[src/rtl/ir_carrier_timer.sv]
module ir_carrier_timer #(
  parameter int ON_W = 4
) (
  input  logic            clk,
  input  logic            rst_n,
  input  logic            car_div_sel,
  input  logic [1:0]      tau_sel_wdata,
  input  logic            tau_sel_we,
  input  logic [ON_W-1:0] on_time,
  input  logic            on_start,
  input  logic            car_en,
  input  logic            dcar_en,
  input  logic            sw_force,
  output logic            car_out,
  output logic            dcar_out,
  output logic            tau_out,
  output logic [1:0]      tau_sel_q,
  output logic            irq
);

  typedef enum logic [1:0] {ST_IDLE, ST_ARMED, ST_ACTIVE} tmr_state_t;

  logic            run, car_run;
  logic [3:0]      osc_cnt, car_half;
  logic            carrier, car_flip, car_rise;
  logic [4:0]      tau_cnt, tau_half;
  logic            tau_q, tau_tick;
  tmr_state_t      state;
  logic [ON_W-1:0] on_cnt;

  assign run      = car_en | dcar_en;
  assign car_run  = run | sw_force;
  assign car_half = car_div_sel ? 4'd6 : 4'd4;
  assign car_flip = car_run && (osc_cnt >= car_half - 4'd1);
  assign car_rise = car_flip && !carrier;

  always_comb begin
    case (tau_sel_q)
      2'b00:   tau_half = 5'd6;
      2'b01:   tau_half = 5'd8;
      2'b10:   tau_half = 5'd10;
      default: tau_half = 5'd16;
    endcase
  end

  assign tau_tick = run && car_rise && !tau_q && (tau_cnt >= tau_half - 5'd1);

  always_ff @(posedge clk or negedge rst_n) begin
    if (!rst_n) begin
      osc_cnt <= '0;
      carrier <= 1'b0;
    end else if (!car_run) begin
      osc_cnt <= '0;
      carrier <= 1'b0;
    end else if (car_flip) begin
      osc_cnt <= '0;
      carrier <= ~carrier;
    end else begin
      osc_cnt <= osc_cnt + 4'd1;
    end
  end

  always_ff @(posedge clk or negedge rst_n) begin
    if (!rst_n) begin
      tau_cnt <= '0;
      tau_q   <= 1'b0;
    end else if (!run) begin
      tau_cnt <= '0;
      tau_q   <= 1'b0;
    end else if (car_rise) begin
      if (tau_cnt >= tau_half - 5'd1) begin
        tau_cnt <= '0;
        tau_q   <= ~tau_q;
      end else begin
        tau_cnt <= tau_cnt + 5'd1;
      end
    end
  end

  always_ff @(posedge clk or negedge rst_n) begin
    if (!rst_n)
      tau_sel_q <= 2'b00;
    else if (tau_sel_we && !run)
      tau_sel_q <= tau_sel_wdata;
  end

  always_ff @(posedge clk or negedge rst_n) begin
    if (!rst_n) begin
      state  <= ST_IDLE;
      on_cnt <= '0;
      irq    <= 1'b0;
    end else if (!run) begin
      state  <= ST_IDLE;
      on_cnt <= '0;
      irq    <= 1'b0;
    end else begin
      irq <= 1'b0;
      case (state)
        ST_IDLE: if (on_start) begin
          on_cnt <= on_time;
          state  <= ST_ARMED;
        end
        ST_ARMED: if (tau_tick) begin
          if (on_cnt == '0) begin
            irq   <= 1'b1;
            state <= ST_IDLE;
          end else begin
            state <= ST_ACTIVE;
          end
        end
        ST_ACTIVE: if (tau_tick) begin
          if (on_cnt == ON_W'(1)) begin
            irq    <= 1'b1;
            on_cnt <= '0;
            state  <= ST_IDLE;
          end else begin
            on_cnt <= on_cnt - ON_W'(1);
          end
        end
        default: state <= ST_IDLE;
      endcase
    end
  end

  assign car_out  = carrier & ((car_en & (state == ST_ACTIVE)) | sw_force);
  assign dcar_out = sw_force | (dcar_en & (state == ST_ACTIVE));
  assign tau_out  = tau_q;

endmodule

[config.mk]
export PLATFORM = sky130hd
export DESIGN_NAME = ir_carrier_timer
export DESIGN_NICKNAME = d
export VERILOG_FILES = /design/src/rtl/ir_carrier_timer.sv
export SDC_FILE = /design/constraint.sdc
export NUM_CORES = 1
export LEC_CHECK = 0
export ABC_CLOCK_PERIOD_IN_PS = 2440
export BUFFER_PORTS_ARGS = -buffer_cell sky130_fd_sc_hd__clkbuf_2
export CAP_MARGIN = 5
export CORE_ASPECT_RATIO = 0.5
export CORE_UTILIZATION = 40
export CTS_CLUSTER_SIZE = 10
export DETAILED_ROUTE_END_ITERATION = 7
export GPL_ROUTABILITY_DRIVEN = 0
export SLEW_MARGIN = 20
export SYNTH_ARGS = -nofsm -noshare
export SYNTH_HDL_FRONTEND = slang
export SYNTH_SLANG_ARGS = --single-unit
[constraint.sdc]
create_clock -name clk -period 2.44 [get_ports clk]
set_clock_uncertainty 0.05 [all_clocks]
set_input_delay 0.244 -clock clk [delete_from_list [all_inputs] [get_ports clk]]
set_output_delay 0.244 -clock clk [all_outputs]
set_load 0.01 [all_outputs]
=== After elaboration in Yosys (flattened, before gate mapping) ===
Index checks and enable logic that the tools add are counted.

* Bits in registers: 20
* Latch bits: 0
* Memory bits (writable): 0
* Bits in read-only memories: 0
* Input bits: 14
* Output and inout port bits: 6
* Word-level logic and storage cells: 82
* Memories: 0

* Add/subtract/negate cells: 5
* Multiply operators: 0
* Divide/modulo/power cells: 0
* Order comparisons: 2
* Equal/unequal tests: 13
* Shift operators: 0
* Multiplexer cells: 30
* Bitwise gates (word level): 9
* Reduce and logical (&&, ||, !) cells: 15

{| class="wikitable"
|+ Operator list
! cell !! count
|-
| $mux 4 || 6
|-
| $mux 5 || 3
|-
| $pmux 5 s3 || 1
|-
| $mux 2 || 7
|-
| $ne 3x3->1 const B || 4
|-
| $mux 1 || 10
|-
| $pmux 4 s2 || 1
|-
| $logic_and 1x1->1 || 6
|-
| $ne 2x1->1 const B || 3
|-
| $pmux 2 s3 || 1
|-
| $add 5x1->5 const B || 1
|-
| $ge 5x5->1 || 1
|-
| $sub 5x1->5 const B || 1
|-
| $add 4x1->4 const B || 1
|-
| $eq 2x1->1 const B || 2
|-
| $eq 2x2->1 const B || 2
|-
| $eq 4x1->1 const B || 1
|-
| $ge 4x4->1 || 1
|-
| $logic_not 2->1 || 2
|-
| $logic_not 4->1 || 1
|-
| $or 1x1->1 || 4
|-
| $reduce_and 4->1 || 1
|-
| $sub 3x1->4 const B || 1
|-
| $sub 4x1->4 const B || 1
|-
| other kinds (7) || 12
|}

=== Longest topological paths before layout ===
* Word-level depth: 11
* Gate-level depth with buffers: 8
* Mapped depth without buffers: 8

=== Least setup slack after synthesis ===
OpenSTA, ideal clock, no wires.

* Kind: reg2reg
* Start: reg tau_sel_q[1]
* End: reg on_cnt[3]
* Setup time: 0.122 ns
* Arrival: 1.711 ns
* Required time: 2.268 ns
* Path slack: 0.557 ns
* Stages on the path, launching flop included: 9
* Path buffers: 0
* Period minus slack after synthesis: 1.883 ns
* Cell sequence: dfrtp_1 > inv_1 > nor2_1 > ha_1 > nand3_1 > o22ai_1 > o2111ai_1 > a31o_1 > a32o_1

* Cells in the longest elaborated chain, start to end: 7
* Elaborated cells between the ends (all ways): 9
* Those cells by class: 1 x add/sub; 1 x order compare; 3 x eq/ne; 1 x mux; 3 x reduce/logical

{| class="wikitable"
|+ Ends and longest elaborated chain
! what !! RTL line !! source
|-
| start, declared || 17 || <nowiki>output logic [1:0] tau_sel_q,</nowiki>
|-
| start signal, assigned || 84 || <nowiki>tau_sel_q <= tau_sel_wdata;</nowiki>
|-
| $eq 2x2->1, or another cell as far along || 38 || <nowiki>case (tau_sel_q)</nowiki>
|-
| $pmux 5 s3 (*) || 38 ||
|-
| $sub 5x1->5 (*) || 46 || <nowiki>assign tau_tick = run && car_rise && !tau_q && (tau_cnt >= tau_half - 5'd1);</nowiki>
|-
| $ge 5x5->1 (*) || 46 ||
|-
| $logic_and 1x1->1 (*) || 46 ||
|-
| $ne 3x3->1 (no source line) (*) || n/a ||
|-
| $reduce_and 3->1 (no source line) (*) || n/a ||
|-
| end signal, assigned || 100 || <nowiki>on_cnt <= on_time;</nowiki>
|-
| end signal, assigned || 117 || <nowiki>on_cnt <= on_cnt - ON_W'(1);</nowiki>
|-
| end, declared || 29 || <nowiki>logic [ON_W-1:0] on_cnt;</nowiki>
|}

Every way passes the cells marked *; elsewhere a longest branch is shown, timed or not.
A chain may end at the register's enable or synchronous reset.

=== Worst setup path after layout ===
* Start: reg osc_cnt[2]
* End: reg on_cnt[3]

* Cells in the longest elaborated chain, start to end: 8

{| class="wikitable"
|+ Ends and longest elaborated chain
! what !! RTL line !! source
|-
| start, declared || 24 || <nowiki>logic [3:0] osc_cnt, car_half;</nowiki>
|-
| start signal, assigned || 59 || <nowiki>osc_cnt <= osc_cnt + 4'd1;</nowiki>
|-
| $ge 4x4->1 || 34 || <nowiki>assign car_flip = car_run && (osc_cnt >= car_half - 4'd1);</nowiki>
|-
| $logic_and 1x1->1 || 34 ||
|-
| $logic_and 1x1->1 || 35 || <nowiki>assign car_rise = car_flip && !carrier;</nowiki>
|-
| $logic_and 1x1->1 (3 in series) || 46 ||
|-
| $ne 3x3->1 (no source line) || n/a ||
|-
| $reduce_and 3->1 (no source line) || n/a ||
|}

Every way passes these cells.

==> results.txt <==
Largest fanout on the critical path: 4
Vias in the first global route: 960
Clock transition at path regs: 0.08 ns
Fillers: 301
Largest net degree at the start of global routing: 21
Die Area: 3463 µm²
Worst Max-Slew Pin Slew: 0.5616 ns
Grt ovf: 0
Yosys reg bits: 20
Worst path bufs/invs: 0
CP max-delay cell: dfrtp_1
Cell Chain, Critical Path: ha_1 > a211oi_2 > a211oi_2 > o2111ai_1 > nand3_1 > a32o_1
Area growth, synth to finish: 15.74%
Worst path max stage delay: 0.41 ns
I/O Buffers: 19
NumNets Final: 183
RSZ-0062 raised after global routing: false
Net Count, Synth: 160
Post-Syn Instances: 132
Crit. Startpoint: osc_cnt[2]
Sequential element share of the synthesized area: 0.3887
Hold Crit Class: in -> reg
Period Utilization, post-route: 0.8511
Synthesized cell area: 1287 µm²
Antenna Nets Post-Route: 0
Vias per cell: 5.155
Starting Density: 0.4249
Drt wl/cell: 12.74 µm
Syn. warnings: 0
Worst Path Required: 2.54 ns
TritonCTS Sinks: 20
Root Driver: clkbuf_8
Crit-path leading delay family: compound AO/OA/AOI/OAI gates
Core Region: 3030 µm²
Cts bufs inserted: 3
Reg2Reg Launch Point: osc_cnt[2]
Layout cell share with drive strength beyond 1: 0.2143
Worst setup SP type: flip-flop
F_max: 481.6 MHz
VDD IR max: 0.0003103 V
Antenna fix cells: 0
Ports: 20
Antenna violations before repair: 0
CP dominant cell by count: a211oi_2
DRT Wirelength: 2471 µm
Max-capacitance violation count: 0
Die W: 82.24 µm
Die height: 42.12 µm
Std cell rows: 14
Outcome: complete, no violations
Critical path type: reg -> reg
CTS tree: yes
H-tree Lvls: 1
Post-synth cell types: 38
Tmin final: 2.077 ns
CTS Buffer Depth: 2
Final setup fails: 0
Worst-skew pair later-pin latency: 0.26 ns
Power Density: 977.2 nW/µm²
DRC Markers: 0
First-pass GRT wire length: 4340 µm
Worst hold slack: 0.1710 ns
Setup crit end kind: flip-flop
Leakage dissipation: 0.0007327 µW
Initial DRC Count: 19
All-Layer GR Usage: 0.1646
TritonRoute pass-1 iters: 4
Slew HR: 0.6242
Hold_sp: tau_sel_wdata[0]
Worst R2R Setup Slack: 0.36 ns
Hold Fails Final Rpt: 0
Hpwl dp: 1842 µm
Syn avg cell area: 9.754 µm²
Vias: 1000
WP data arrival: 2.18 ns
Post-CTS sizing: 0
Slew Viols, Final: 0
Setup TNS: 0 ns
[final cells by class]
cell class / instances / area [µm²] / share of cell area
Sequential cell: 20 / 500.5 / 0.3359
Tap cell: 40 / 50.05 / 0.03359
Clock buffer: 4 / 55.05 / 0.03694
Inverter: 14 / 52.55 / 0.03526
Multi-Input combinational cell: 96 / 726.9 / 0.4878
Timing Repair Buffer: 20 / 105.1 / 0.07053
[kinds of logic after synthesis]
logic type                 share of synthesized area
DFF                                           0.3887
muxes                                        0.02527
AOI/OAI and AO/OA                             0.2187
xor gates and xnor gates                     0.03402
and+or+nand+nor                               0.1477
adders and majority gates                     0.1361
buffers and inverters                        0.04665
other                                       0.002913
[cells in the final DEF (no fill, tap or decap), types with 2 or more instances in the layout]
| cell type | n |
|---|---|
| a211oi_2 | 2 |
| a21o_1 | 4 |
| a21oi_1 | 6 |
| a22o_1 | 4 |
| a32o_1 | 4 |
| clkbuf_2 | 19 |
| clkbuf_8 | 4 |
| dfrtp_1 | 20 |
| ha_1 | 14 |
| inv_1 | 14 |
| mux2_2 | 2 |
| nand2_1 | 4 |
| nand2b_1 | 2 |
| nand3_1 | 6 |
| nor2_1 | 11 |
| nor2b_1 | 3 |
| nor3_1 | 3 |
| o211ai_1 | 2 |
| o21ai_0 | 2 |
| o22ai_1 | 4 |
| or2_2 | 2 |
| xnor2_1 | 3 |
| xor2_1 | 2 |
[worst reg2reg max path, delay by kind of cell (launching register included)]
kind	cells	cell delay, ns
AO/OA/AOI/OAI	4	1.00
flip-flops	1	0.41
adder cells (fa/ha/maj)	1	0.33
AND/OR/NAND/NOR	1	0.19
[cell usage after synthesis]
| master | number | share of area |
|---|---|---|
| o32ai_1 | 1 | 0.0068 |
| inv_1 | 14 | 0.041 |
| nor3_1 | 3 | 0.012 |
| dfrtp_1 | 20 | 0.39 |
| nor2b_1 | 3 | 0.015 |
| o2111ai_1 | 1 | 0.0068 |
| o21ai_0 | 2 | 0.0078 |
| a211oi_2 | 2 | 0.019 |
| and3_1 | 1 | 0.0049 |
| nor2_2 | 1 | 0.0049 |
| and2_1 | 1 | 0.0049 |
| a32o_1 | 4 | 0.031 |
| a22o_1 | 4 | 0.027 |
| a31o_1 | 1 | 0.0068 |
| mux2i_1 | 1 | 0.0078 |
| conb_1 | 1 | 0.0029 |
| ha_1 | 14 | 0.14 |
| or4b_1 | 1 | 0.0078 |
| xor2_1 | 2 | 0.014 |
| clkbuf_1 | 2 | 0.0058 |
| o22a_1 | 1 | 0.0068 |
| nand3_2 | 1 | 0.0078 |
| a21o_1 | 4 | 0.023 |
| nand2_1 | 4 | 0.012 |
| o211a_1 | 1 | 0.0078 |
| xnor2_1 | 3 | 0.020 |
| a21oi_2 | 1 | 0.0068 |
| or2_2 | 2 | 0.0097 |
| o22ai_1 | 4 | 0.019 |
| or2_0 | 1 | 0.0049 |
| nand3_1 | 6 | 0.023 |
| a21oi_1 | 6 | 0.023 |
| nand2b_1 | 2 | 0.0097 |
| o211ai_1 | 2 | 0.012 |
| nor2_1 | 11 | 0.032 |
| a21boi_0 | 1 | 0.0058 |
| a21bo_2 | 1 | 0.0078 |
| mux2_2 | 2 | 0.017 |
[flip-flops by register name, summed over array words and instances (netlist names)]
name and cells:
state 2, tau_out 1, irq 1, tau_cnt 5, osc_cnt 4, carrier 1
tau_sel_q 2, on_cnt 4
[per-layer routing]
| metal | wire (µm) | part of all wire | up-vias | track usage |
|---|---|---|---|---|
| li1 | - | - | 518 | - |
| met1 | 1384 | 0.56 | 467 | 0.2404 |
| met2 | 991 | 0.40 | 13 | 0.2380 |
| met3 | 77 | 0.031 | 2 | 0.05000 |
| met4 | 19 | 0.0077 | 0 | 0.03509 |
| met5 | 0 | 0 | - | 0 |
[path summary, 6_finish.rpt]
kind / cells after the start / end
max reg2reg: 6 / on_cnt[3]
min in group asynchronous: 2 / irq
max in group asynchronous: 2 / tau_cnt[3]
max: 6 / on_cnt[3]
min: 2 / tau_sel_q[0]
min reg2reg: 1 / osc_cnt[0]
[per-stage QoR]
step           cells  setup slack (ns)    util  power [µW]  cell area (µm²)
4_1_cts          194            0.3703  0.4917        1471             1490
2_1_floorplan    132            0.5572       -        1051             1287
6_report         194            0.3634  0.4917        1456             1490
3_5_place_dp     189            0.4002  0.4703        1206             1425
5_1_grt          194            0.2410  0.4917        1587             1490
3_3_place_gp     189            0.4126  0.4703        1198             1425
[where the power goes]
part	switching, µW	internal (µW)
Sequential	120	442
Clock	111	144
Combinational	331	308
[repair_timing]
| item | CTS | global route |
|---|---|---|
| hold buffers | 1 | 0 |
| buffers inserted | 0 | 0 |
| endpoints found under the hold margin | 20 | 0 |
(Power assumes the default switching activity.)
